## config.mk

```make
export PLATFORM = sky130hd
export DESIGN_NAME = indirect_reg_port
export DESIGN_NICKNAME = d
export VERILOG_FILES = /design/src/rtl/indirect_reg_port.sv
export SDC_FILE = /design/constraint.sdc
export NUM_CORES = 1
export LEC_CHECK = 0
export ABC_AREA = 1
export BUFFER_PORTS_ARGS = -buffer_cell sky130_fd_sc_hd__buf_2
export CAP_MARGIN = 20
export CORE_MARGIN = 2
export CORE_UTILIZATION = 60
export CTS_BUF_LIST = sky130_fd_sc_hd__clkbuf_4 sky130_fd_sc_hd__clkbuf_8
export DETAILED_ROUTE_END_ITERATION = 12
export PLACE_DENSITY = 0.82
export SLEW_MARGIN = 40
export SYNTH_ARGS = -nofsm -noshare
export SYNTH_HDL_FRONTEND = slang
export SYNTH_SLANG_ARGS = --single-unit
```

## constraint.sdc

```tcl
create_clock -name clk -period 2.6 [get_ports clk]
set_input_delay 0.39 -clock clk [delete_from_list [all_inputs] [get_ports clk]]
set_output_delay 0.39 -clock clk [all_outputs]
set_load 0.01 [all_outputs]
```

## src/rtl/indirect_reg_port.sv

```systemverilog
module indirect_reg_port #(
  parameter int ADDR_W    = 5,
  parameter int DATA_W    = 8,
  parameter int RST_BIT   = 28,
  parameter int MODE_BIT  = 24,
  parameter int ADDR_LSB  = 16,
  parameter int WDATA_LSB = 8,
  parameter logic [(1<<ADDR_W)-1:0] IMPL_MASK = 'hB6EF
) (
  input  logic        clk,
  input  logic        rst_n,
  input  logic        host_wr,
  input  logic [31:0] host_wdata,
  output logic [31:0] host_rdata,
  output logic [1:0]  dac_en,
  output logic [4:0]  lineout_vol,
  output logic [2:0]  mic1_gain,
  output logic [2:0]  mic2_gain,
  output logic [1:0]  adc_en,
  output logic [2:0]  adc_gain
);

  localparam int DEPTH     = 1 << ADDR_W;
  localparam int A_DAC_SRC = 3;
  localparam int A_MICGAIN = 6;
  localparam int A_LOVOL   = 9;
  localparam int A_ADC_CTL = 15;

  logic              prst_q;
  logic              mode_q;
  logic [ADDR_W-1:0] addr_q;
  logic [DATA_W-1:0] wdat_q;
  logic [DEPTH-1:0][DATA_W-1:0] bank_w;

  wire              prst_nx = host_wr ? host_wdata[RST_BIT] : prst_q;
  wire              commit  = host_wr & host_wdata[RST_BIT] & host_wdata[MODE_BIT] & ~mode_q;
  wire [ADDR_W-1:0] waddr   = host_wdata[ADDR_LSB +: ADDR_W];
  wire [DATA_W-1:0] wbyte   = host_wdata[WDATA_LSB +: DATA_W];

  always_ff @(posedge clk or negedge rst_n) begin
    if (!rst_n) begin
      prst_q <= 1'b0;
      mode_q <= 1'b0;
      addr_q <= '0;
      wdat_q <= '0;
    end else if (host_wr) begin
      prst_q <= host_wdata[RST_BIT];
      mode_q <= host_wdata[MODE_BIT];
      addr_q <= waddr;
      wdat_q <= wbyte;
    end
  end

  for (genvar i = 0; i < DEPTH; i++) begin : g_ent
    if (IMPL_MASK[i]) begin : g_impl
      logic [DATA_W-1:0] ent_q;
      always_ff @(posedge clk or negedge rst_n) begin
        if (!rst_n)
          ent_q <= '0;
        else if (!prst_nx)
          ent_q <= '0;
        else if (commit && waddr == ADDR_W'(i))
          ent_q <= wbyte;
      end
      assign bank_w[i] = ent_q;
    end else begin : g_hole
      assign bank_w[i] = '0;
    end
  end

  always_comb begin
    host_rdata                          = '0;
    host_rdata[RST_BIT]                 = prst_q;
    host_rdata[MODE_BIT]                = mode_q;
    host_rdata[ADDR_LSB +: ADDR_W]      = addr_q;
    host_rdata[WDATA_LSB +: DATA_W]     = wdat_q;
    host_rdata[DATA_W-1:0]              = bank_w[addr_q];
  end

  assign dac_en      = bank_w[A_DAC_SRC][7:6];
  assign lineout_vol = bank_w[A_LOVOL][7:3];
  assign mic1_gain   = bank_w[A_MICGAIN][6:4];
  assign mic2_gain   = bank_w[A_MICGAIN][2:0];
  assign adc_en      = bank_w[A_ADC_CTL][7:6];
  assign adc_gain    = bank_w[A_ADC_CTL][2:0];

endmodule

```

# [Word-level counts from Yosys, hierarchy flattened]
# Cells that the tools add are included.
[word_totals] register_bits=111 elab_cells=84
[classes] magnitude_cmp=1 n_eq_ne=23 n_mux=27 bitwise=4 reduce_logical=13
[op_table] cell="8-bit 2-to-1 mux" count=25
[op_table] cell="8-bit binary-select mux with 5-bit select" count=1
[op_table] cell="5-bit by 4-bit == test with 1-bit output (second input constant)" count=5
[op_table] cell="2-bit by 1-bit != test with 1-bit output (second input constant)" count=12
[op_table] cell="5-bit by 3-bit == test with 1-bit output (second input constant)" count=3
[op_table] cell="1-bit logical AND" count=12
[op_table] cell="5-bit by 2-bit == test with 1-bit output (second input constant)" count=2
[op_table] cell="5-bit by 6-bit < comparator with 1-bit output (second input constant)" count=1
[op_table] cell="5-bit by 1-bit == test with 1-bit output (second input constant)" count=1
[op_table] cell="5-bit logical NOT" count=1
[op_table] cell="1-bit AND" count=3
[op_table] cell="1-bit 2-to-1 mux" count=1
[op_table] cell="1-bit NOT" count=1

# [Depth between registers and ports, before layout]
# Gate-level depths: netlist of run 1.
[depth] word_depth=6 ltp_mapped=9 mapped_depth_nobuf=8

# [Least setup slack after synthesis of run 1]
# No wires, ideal clock.
[synth_timing] kind="register -> output" from="register addr_q[0]" to="output host_rdata[4]" arrival_ns=1.416 setup_slack_ns=0.794 stages_incl_launch_ff=8 path_buffers=2 path_cell_list="dfrtp_1 buf_2 inv_2 clkbuf_1 nand3_1 nand3_1 nand3_1 a21oi_1"
[synth_between] elab_chain_cells=2
[synth_rtl] item="start, declared" line_no="31" source="logic [ADDR_W-1:0] addr_q;"
[synth_rtl] item="start signal, assigned" line_no="49" source="addr_q <= waddr;"
[synth_rtl] item="8-bit binary-select mux with 5-bit select" line_no="77" source="host_rdata[DATA_W-1:0] = bank_w[addr_q];"
[synth_rtl] item="8-bit 2-to-1 mux (implied by the code)" line_no="77"
[synth_rtl] item="end, declared" line_no="14" source="output logic [31:0] host_rdata,"
# Every way passes these cells. The select of a mux whose other input is x is not followed.

# [Worst setup path in the final report of run 1]
[layout_timing] from="register addr_q[2]" to="output host_rdata[5]"
# The elaborated chain is that of the path after synthesis.

==> results of run 1 <==
cell families after synthesis:
| group | count (synthesis) | share of synthesized area, % |
|---|---|---|
| and+or+nand+nor | 320 | 24.7 |
| buffers and inverters | 151 | 12.4 |
| AOI/OAI and AO/OA | 128 | 12.2 |
| DFF | 111 | 49.0 |
| muxes | 8 | 1.59 |
| other | 1 | 0.0662 |
flip-flops by register name, indices dropped and copies added, names as in the netlist:
signal / count
wdat_q: 8
g_ent.g_impl.ent_q: 96
addr_q: 5
prst_q: 1
mode_q: 1
area by class of cell:
class	count	area, sq um	share of cell area [%]
Inverter	92	353	5.78
Multi-Input combinational cell	465	2230	36.6
Sequential cell	111	2780	45.5
Timing Repair Buffer	72	398	6.52
Tap cell	111	139	2.28
Clock buffer	12	165	2.71
Clock inverter	4	37.5	0.615
cell usage in the layout (no fill, tap or decap), types with 2 or more instances in the layout:
master      count
nor2_1         41
o21ai_0        67
clkbuf_8       12
a21oi_1        10
inv_2           2
inv_1          88
clkinvlp_4      2
o21bai_1        8
nand3_1       108
mux2_2          8
dfrtp_1       110
buf_4          15
nand3_2         2
buf_2          57
clkinv_4        3
nand2_2         4
nor2_2          9
conb_1          9
nand2_1       152
o21ai_2         8
o21ai_1        34
per-layer routing:
| layer | track usage (%) | share of wire (%) | vias up |
|---|---|---|---|
| met2 | 45.2 | 46 | 247 |
| met1 | 40.4 | 41 | 2356 |
| met3 | 6.14 | 9.4 | 36 |
| li1 | - | - | 2329 |
| met4 | 11.5 | 3.3 | 0 |
| met5 | 0 | 0 | - |
worst paths after layout:
path | from | end | slack, ns
setup / recovery | addr_q[2] | host_rdata[5] | 0.09
hold / removal | rst_n | g_ent[2].g_impl.ent_q[4] | 0.05
setup reg to reg | prst_q | g_ent[15].g_impl.ent_q[6] | 0.65
hold reg to reg | wdat_q[4] | wdat_q[4] | 0.52
max in group asynchronous | rst_n | g_ent[10].g_impl.ent_q[7] | 1.68
min in group clk | host_wdata[9] | wdat_q[1] | 0.25
stage by stage:
| stage | area [sq um] | instances | setup WS [ns] | hold WS [ns] |
|---|---|---|---|---|
| after floorplan | 5690 | 727 | 0.794 | 0.0944 |
| after global placement | 5860 | 848 | 0.439 | 0.471 |
| after detailed placement | 5860 | 848 | 0.388 | 0.480 |
| after CTS | 6070 | 864 | 0.00558 | 0.0779 |
| after global routing | 6100 | 867 | 0.0359 | 0.110 |
| final | 6100 | 867 | 0.0854 | 0.0536 |
worst max-delay path: cells and delay by family (launching register included):
| family | cells | cell delay, ns |
|---|---|---|
| AOI/OAI and AO/OA | 1 | 0.22 |
| buffers and inverters | 4 | 0.69 |
| DFF | 1 | 0.65 |
| and+or+nand+nor | 2 | 0.18 |
report_power, final:
part	switching (mW)	total, mW	internal (mW)	leakage, nW
Combinational	0.339	0.474	0.134	1.27
Sequential	0.0335	1.78	1.75	1.52
Clock	0.599	1.04	0.440	0.105
Total	0.972	3.30	2.32	2.89
timing repair:
| item | CTS | global route |
|---|---|---|
| setup endpoints to repair | 0 | 8 |
| resized for setup | 0 | 5 |
| buffers inserted | 0 | 3 |
==> run metrics, run 1 <==
Post-DP HPWL 9.96 mm; clk sink count 111; synth warn 0; cells after synthesis 719; Max Clk Rate 398 MHz; largest net degree at the start of global routing 56; Syn-to-layout area delta 7.73%; Initial Utilization 61.6%; routed vias 4968; Setup violations, final 0; IO buf count 58; initial drt markers 360; CP arrival 2.12 ns; clk_lat worst skew 0.38 ns; Placement Rows 35; reg2reg path depth 6; Via density 5.73; EDFF count, synth 0; Die W 101 microns; Setup Skew 0.00728 ns; Final Net Count 786; top-count cell post-synth nand2_1; routability-driven placement congestion ratio 0.905; die height 101 microns; CP peak stage delay 0.65 ns; Pleak 2.89 nW; sequential share of the synthesized area 49.0%; Finished Core Util 66.4%; Total Routing Usage GR 29.1%; first-pass GRT wire length 22.9 mm; fillers 785; P per Cell Area 540 nW/um^2; VDD IR-drop max 0.000402 V; Core ar. 9200 sq um; Crit Path Max Fanout 15; worst setup path class reg -> out; setup tns final 0 ns; H-tree depth 3; die area 10200 sq um; Worst Path Required 2.21 ns; Synth Register Bits 111; Netlist cell types 24; Post-DRT Antenna Nets 0; top cells by area, synth dfrtp_1, nand2_1, nand3_1; Routed WL per cell 16.4 microns; Worst path slowest cell dfrtp_1; drc violations 0; CTS clk-pin slew, worst paths 0.10 ns; crit path launch type flip-flop; outcome completed; vias in the first global route 4705; Worst-Margin Slew 0.689 ns; critical path capture point type primary output; crit-path cells clkinvlp_4, buf_4, buf_4, nand3_1, nand3_1, a21oi_1, buf_2; mapped cell area 5660 sq um; clk buf depth 2; total power 3.30 mW; Async SR Flop Fraction 100%; drt total wl 14.2 mm; ANT cells 0; HP Class in -> async; share of the synthesized area in the top cell type 49.0%; area leader, netlist dfrtp_1; initial antenna violation count 0; Final Hold Vio Count 0; shortest period the worst path allows 2.51 ns; layout cells sized above 1 16.9%; Hold-fix buffers, CTS 0; TritonCTS clock tree built; RSZ-0062 raised after global routing no; Top FF cell, synth dfrtp_1; synth cell count leaders nand2_1, dfrtp_1, nand3_1, inv_1, o21ai_0; cts bufs inserted 9; Pre-Repair DR Iteration Count 5; Avg Inst Size Synth 7.88 sq um; Slew HR 54.1%; Max Cap Violations 0; I/O pin count 85; Final Max Tran Viols 0; GRT overflow 0; Root Driver clkbuf_8; period utilization 96.7%
(Power assumes the default switching activity.)
==> run 2: changes to the inputs <==
--- a/config.mk
+++ b/config.mk
@@ -5,7 +5,6 @@
 export SDC_FILE = /design/constraint.sdc
 export NUM_CORES = 1
 export LEC_CHECK = 0
-export ABC_AREA = 1
 export BUFFER_PORTS_ARGS = -buffer_cell sky130_fd_sc_hd__buf_2
 export CAP_MARGIN = 20
 export CORE_MARGIN = 2
==> constraint.sdc (replaced) <==
create_clock -name clk -period 3.24 [get_ports clk]
set_input_delay 0.486 -clock clk [delete_from_list [all_inputs] [get_ports clk]]
set_output_delay 0.486 -clock clk [all_outputs]
set_load 0.01 [all_outputs]
==> run 2 against run 1 <==
Effect of this change: core utilization fell by 0.95 points; synthesized cell count is 29% lower; worst hold slack improved by 0.29 ns; clock skew increased by 0.0041 ns; area after synthesis increased by 3.0%; final cell count shrank 24%; critical path type unchanged.
==> run metrics, run 2 <==
Post-Synth XOR/XNOR Area 0% (unchanged); Finished Core Util 65.4% (-0.95 points); r2r startpoint mode_q; Initial Utilization 62.5% (+0.93 points); top-count cell post-synth nand2_1; sequential share of the synthesized area 47.6% (-1.4 points); top cells by area, synth dfrtp_1, mux2i_1, nand2_1; H-tree depth 3 (unchanged); drc violations 0 (unchanged); post_cts resized 0 (unchanged); first-pass GRT wire length 21.0 mm (-8.5%); met2 routed WL 6.34 mm (-3.5%); compound-gate portion of the synthesized area 3.35% (-8.8 points); Pre-Repair DR Iteration Count 5 (unchanged); adder-cell share of the synthesized area 0% (unchanged); Min-Delay Path Depth 2; CTS clk-pin slew, worst paths 0.11 ns (about the same); CP bufs+invs 2 (-2); Synth Register Bits 111 (unchanged); Worst Setup EP host_rdata[2]; shortest period the worst path allows 2.89 ns; layout cells sized above 1 25.6% (+8.7 points); outcome completed; Max Cap Violations 0 (unchanged); worst setup path class reg -> out; Slew HR 56.2% (+2.2 points); Met3 Wirelength 764 microns (-43%); share of the synthesized area in the top cell type 47.6% (-1.4 points); Routed WL per cell 19.8 microns (+21%); commonest non-fill, non-tap cell in the layout nand2_1; Crit Path Max Fanout 45 (+30); vias in the first global route 3964 (-16%); Placement Rows 35 (unchanged); Max Clk Rate 346 MHz; Avg Inst Size Synth 11.4 sq um (+44%); Root Driver clkbuf_8; largest net degree at the start of global routing 91 (+63%); biggest regs g_ent.g_impl.ent_q (96), wdat_q (8), addr_q (5); TritonCTS clock tree built; reg2reg path depth 3 (-3); Worst-Margin Slew 0.654 ns (-0.0349 ns); Pleak 3.17 nW (+9.7%); synth cell count leaders nand2_1, dfrtp_1, mux2i_1, mux2_2, buf_4; Die W 103 microns (+1.4%); routability-driven placement congestion ratio 0.797 (-12%); routed vias 3888 (-22%); Setup Buffers After CTS 0 (unchanged); CP peak stage delay 0.48 ns (-0.17 ns); setup tns final 0 ns (unchanged); largest family of logic cells by synthesized area multiplexers; Worst Path Required 2.75 ns (+0.54 ns); Critical Path Source addr_q[1]; max reg flops 96 (unchanged); Core ar. 9330 sq um (+1.4%); Setup Skew 0.0114 ns (+0.00412 ns); RSZ-0062 raised after global routing no; top sig layer met4; Setup violations, final 0 (unchanged); I/O pin count 85 (unchanged); die area 10500 sq um (+2.8%); VDD IR-drop max 0.000240 V (-40%); Most flops, register g_ent.g_impl.ent_q; Total Routing Usage GR 26.8% (-2.3 points); Async SR Flop Fraction 100% (unchanged); GRT overflow 0 (unchanged); Post-Route M1 WL 5.64 mm (-3.6%); area leader, netlist dfrtp_1; Post-DRT Antenna Nets 0 (unchanged); critical path capture point type primary output; cts bufs inserted 9 (unchanged); ANT cells 0 (unchanged); die height 103 microns (+1.4%); Final Hold Vio Count 0 (unchanged); cells after synthesis 513 (-29%); FF-to-FF setup slack 1.20 ns (+0.55 ns); Final Max Tran Viols 0 (unchanged); clk sink count 111 (unchanged); mapped cell area 5830 sq um (+3.0%); IO buf count 58 (unchanged); drt total wl 13.1 mm (-8.2%); P per Cell Area 428 nW/um^2 (-21%); most frequent cells in the layout nand2_1, dfrtp_1, mux2i_1, buf_2, mux2_2; Top FF cell, synth dfrtp_1; initial drt markers 244 (-32%); CP arrival 2.40 ns (+0.28 ns); crit-path cells buf_4, mux2_2, a221oi_1, o22ai_1, buf_2; Netlist cell types 29 (+21%); EDFF count, synth 0 (unchanged); HP Class in -> reg; period utilization 89.2%; clk buf depth 2 (unchanged); synth warn 0 (unchanged); Worst path slowest cell a221oi_1; Largest delay share family, worst path compound AO/OA/AOI/OAI gates; Final Net Count 561 (-29%); Post-DP HPWL 8.71 mm (-13%); mux contribution to synthesized area 28.3% (+27 points); clk_lat worst skew 0.38 ns (about the same); Synth Area in Simple Gates 12.4% (-12 points); initial antenna violation count 0 (unchanged); crit path launch type flip-flop; stages on the worst setup path 5 (-2); Via density 5.89 (+2.8%); Syn-to-layout area delta 4.61%; Reg2Reg Capture Point g_ent[0].g_impl.ent_q[4]
run 2: per-layer routing:
layer | global-route usage, % | up-vias
li1 | - | 1753
met1 | 37.2 | 1977
met2 | 41.9 | 133
met3 | 4.20 | 25
met4 | 12.1 | 0
met5 | 0 | -
run 2: cells by family after synthesis:
group,count (synthesis)
AO/OA/AOI/OAI,25
multiplexers,150
buffers and inverters,71
AND/OR/NAND/NOR,155
other,1
flip-flops,111
run 2: worst min-delay path by stage:
| stage | start | end | slack, ns |
|---|---|---|---|
| floorplan | rst_n | addr_q[0] | 0.19 |
| global placement | rst_n | wdat_q[1] | 0.39 |
| detailed placement | rst_n | wdat_q[1] | 0.40 |
| CTS | host_wdata[15] | wdat_q[7] | 0.34 |
| global route | host_wdata[15] | wdat_q[7] | 0.35 |
| finish | host_wdata[15] | wdat_q[7] | 0.34 |
run 2: power breakdown:
part	internal, mW	switching, mW
sequential	1.40	0.0171
combinational	0.100	0.224
clock	0.373	0.494
run 2: cell type report:
type	instances	area [sq um]
clock buffers	10	131
clock inverters	6	68.8
fillers	708	3230
inverters	1	3.75
multi-input cells	339	2610
flip-flops and latches	111	2780
well taps	129	161
repair buffers	64	353
run 2: per-stage QoR:
step / hold WS, ns / setup WS (ns) / power [mW] / cell area [sq um] / std cells
3_3_place_gp: 0.392 / 0.790 / 1.76 / 5890 / 643
2_1_floorplan: 0.190 / 1.19 / 1.68 / 5860 / 521
6_report: 0.340 / 0.350 / 2.61 / 6100 / 660
5_1_grt: 0.347 / 0.200 / 2.70 / 6100 / 660
4_1_cts: 0.336 / 0.416 / 2.62 / 6100 / 660
3_5_place_dp: 0.399 / 0.800 / 1.77 / 5890 / 643
run 2: repair_timing:
item | CTS | global route
endpoints found under the hold margin | 21 | 0
setup endpoints to repair | 0 | 0
hold buffers | 1 | 0
==> run 3: changes to the inputs <==
--- a/config.mk
+++ b/config.mk
@@ -5,13 +5,14 @@
 export SDC_FILE = /design/constraint.sdc
 export NUM_CORES = 1
 export LEC_CHECK = 0
-export BUFFER_PORTS_ARGS = -buffer_cell sky130_fd_sc_hd__buf_2
 export CAP_MARGIN = 20
+export CORE_ASPECT_RATIO = 2
 export CORE_MARGIN = 2
 export CORE_UTILIZATION = 60
 export CTS_BUF_LIST = sky130_fd_sc_hd__clkbuf_4 sky130_fd_sc_hd__clkbuf_8
 export DETAILED_ROUTE_END_ITERATION = 12
-export PLACE_DENSITY = 0.82
+export DONT_BUFFER_PORTS = 1
+export PLACE_DENSITY = 0.75
 export SLEW_MARGIN = 40
 export SYNTH_ARGS = -nofsm -noshare
 export SYNTH_HDL_FRONTEND = slang
==> run 3 against run 2 <==
Effect of this change: clock power increased by 27%; global-route usage down 1.4 points; sequential power about the same; via count decreased by 8.2%; clock skew fell by 0.0029 ns; critical endpoint is now host_rdata[7]; largest power group unchanged.
==> run metrics, run 3 (synthesis results as in run 2) <==
clk buf depth 2 (unchanged); GRT overflow 0 (unchanged); Core ar. 9380 sq um (+0.60%); die height 143 microns (+40%); Post-DP HPWL 8.70 mm (about the same); Pre-Repair DR Iteration Count 4 (-1); shortest period the worst path allows 2.79 ns (-0.103 ns); largest net degree at the start of global routing 112 (+23%); most frequent cells in the layout nand2_1, dfrtp_1, mux2i_1, mux2_2, nand2b_1; reg2reg path depth 3 (unchanged); Post-DRT Antenna Nets 0 (unchanged); initial antenna violation count 0 (unchanged); Setup Buffers After CTS 0 (unchanged); die area 10600 sq um (+0.45%); max reg flops 96 (unchanged); RSZ-0062 raised after global routing no; fillers 760 (+7.3%); Worst-Margin Slew 0.655 ns (+0.000916 ns); Crit Path Max Fanout 12 (-73%); post_cts resized 0 (unchanged); outcome completed; Initial Utilization 62.1% (-0.38 points); H-tree depth 3 (unchanged); Setup violations, final 0 (unchanged); Setup Skew 0.00855 ns (-0.00286 ns); first-pass GRT wire length 19.8 mm (-5.6%); Pleak 2.95 nW (-7.1%); P per Cell Area 477 nW/um^2 (+11%); initial drt markers 231 (-5.3%); clk_lat worst skew 0.38 ns (about the same); routed vias 3569 (-8.2%); biggest regs g_ent.g_impl.ent_q (96), wdat_q (8), addr_q (5); crit-path cells nor2b_1, buf_4, a221oi_1, o22ai_1; VDD IR-drop max 0.000249 V (+3.8%); Syn-to-layout area delta 0.622%; Final Net Count 504 (-10%); commonest non-fill, non-tap cell in the layout nand2_1; Worst path slowest cell dfrtp_1; Via density 6.17 (+4.8%); Root Driver clkbuf_8; Total Routing Usage GR 25.4% (-1.4 points); setup tns final 0 ns (unchanged); Inst Count DP 561 (-13%); Hold-fix buffers, CTS 1 (unchanged); Max Cap Violations 0 (unchanged); CP peak stage delay 0.69 ns (+0.21 ns); crit path launch type flip-flop; Slew HR 56.3% (+0.10 points); layout cells sized above 1 16.9% (-8.7 points); Die W 73.7 microns (-28%); critical path capture point type primary output; CP arrival 2.30 ns (-0.10 ns); HP Class in -> async; non-filler cells, final 578 (-12%); clk sink count 111 (unchanged); Final Hold Vio Count 0 (unchanged); vias in the first global route 3779 (-4.7%); worst setup path class reg -> out; Max Clk Rate 359 MHz (+3.7%); IO buf count 0 (-100%); placed cell area 5560 sq um (-5.6%); drt total wl 12.4 mm (-4.9%); Worst Path Required 2.75 ns (about the same); Final Instance Area 5870 sq um (-3.8%); CTS clk-pin slew, worst paths 0.10 ns (about the same); I/O pin count 85 (unchanged); drc violations 0 (unchanged); period utilization 86.0% (-3.2 points); TritonCTS clock tree built; routability-driven placement congestion ratio 0.856 (+7.4%); Final Max Tran Viols 0 (unchanged); ANT cells 0 (unchanged); Placement Rows 50 (+43%); Most flops, register g_ent.g_impl.ent_q; cts bufs inserted 9 (unchanged); Routed WL per cell 21.5 microns (+8.6%)
[run 3: cell types whose count changed in the layout (fill, tap and decap cells not counted)]
cell	change
clkinv_4	-1
clkinv_2	-1
buf_16	+1
buf_4	+1
clkbuf_4	-1
bufinv_16	+3
buf_2	-57
inv_6	-2
dlygate4sd3_1	-1
clkbuf_8	+2
buf_12	-1
[run 3: path summary, 6_finish.rpt]
path	slack (ns)	startpoint	end
hold / removal	0.04	rst_n	g_ent[3].g_impl.ent_q[6]
setup / recovery	0.45	addr_q[0]	host_rdata[7]
max in group asynchronous	2.81	rst_n	g_ent[0].g_impl.ent_q[7]
min in group clk	0.21	host_wr	addr_q[2]
hold reg to reg	0.53	g_ent[13].g_impl.ent_q[7]	g_ent[13].g_impl.ent_q[7]
setup reg to reg	1.14	mode_q	g_ent[3].g_impl.ent_q[0]
[run 3: per-stage QoR]
stage	hold WS [ns]	setup slack, ns	power, mW	utilization, %
after floorplan	0.190	1.19	1.68	-
after global routing	0.0665	0.436	2.91	62.5
after global placement	0.194	0.954	1.69	59.3
final	0.0422	0.453	2.80	62.5
after CTS	0.0537	0.485	2.82	62.5
after detailed placement	0.194	0.916	1.70	59.3
[run 3: worst max-delay path: cells and delay by family (launching register included)]
kind | cells | cell delay, ns
AO/OA/AOI/OAI | 2 | 0.90
buffers and inverters | 1 | 0.19
flip-flops | 1 | 0.69
AND/OR/NAND/NOR | 1 | 0.13
[run 3: area by class of cell]
class	count	area (sq um)	area share, %
clock inverters	5	128	2.17
clock buffers	11	151	2.58
multi-input cells	339	2610	44.4
inverters	1	3.75	0.0640
repair buffers	7	72.6	1.24
flip-flops and latches	111	2780	47.3
well taps	104	130	2.22
[run 3: routing by layer]
layer | track usage [%] | vias up | wire length [microns]
li1 | - | 1637 | -
met5 | 0 | - | 0
met1 | 30.6 | 1813 | 4750
met3 | 4.84 | 27 | 523
met2 | 41.0 | 92 | 6540
met4 | 15.2 | 0 | 613
[run 3: report_power, final]
group          total [mW]  switching (mW)  internal [mW]
clock network        1.10           0.464          0.633
logic               0.271           0.191         0.0792
registers            1.43          0.0278           1.40
total                2.80           0.683           2.12
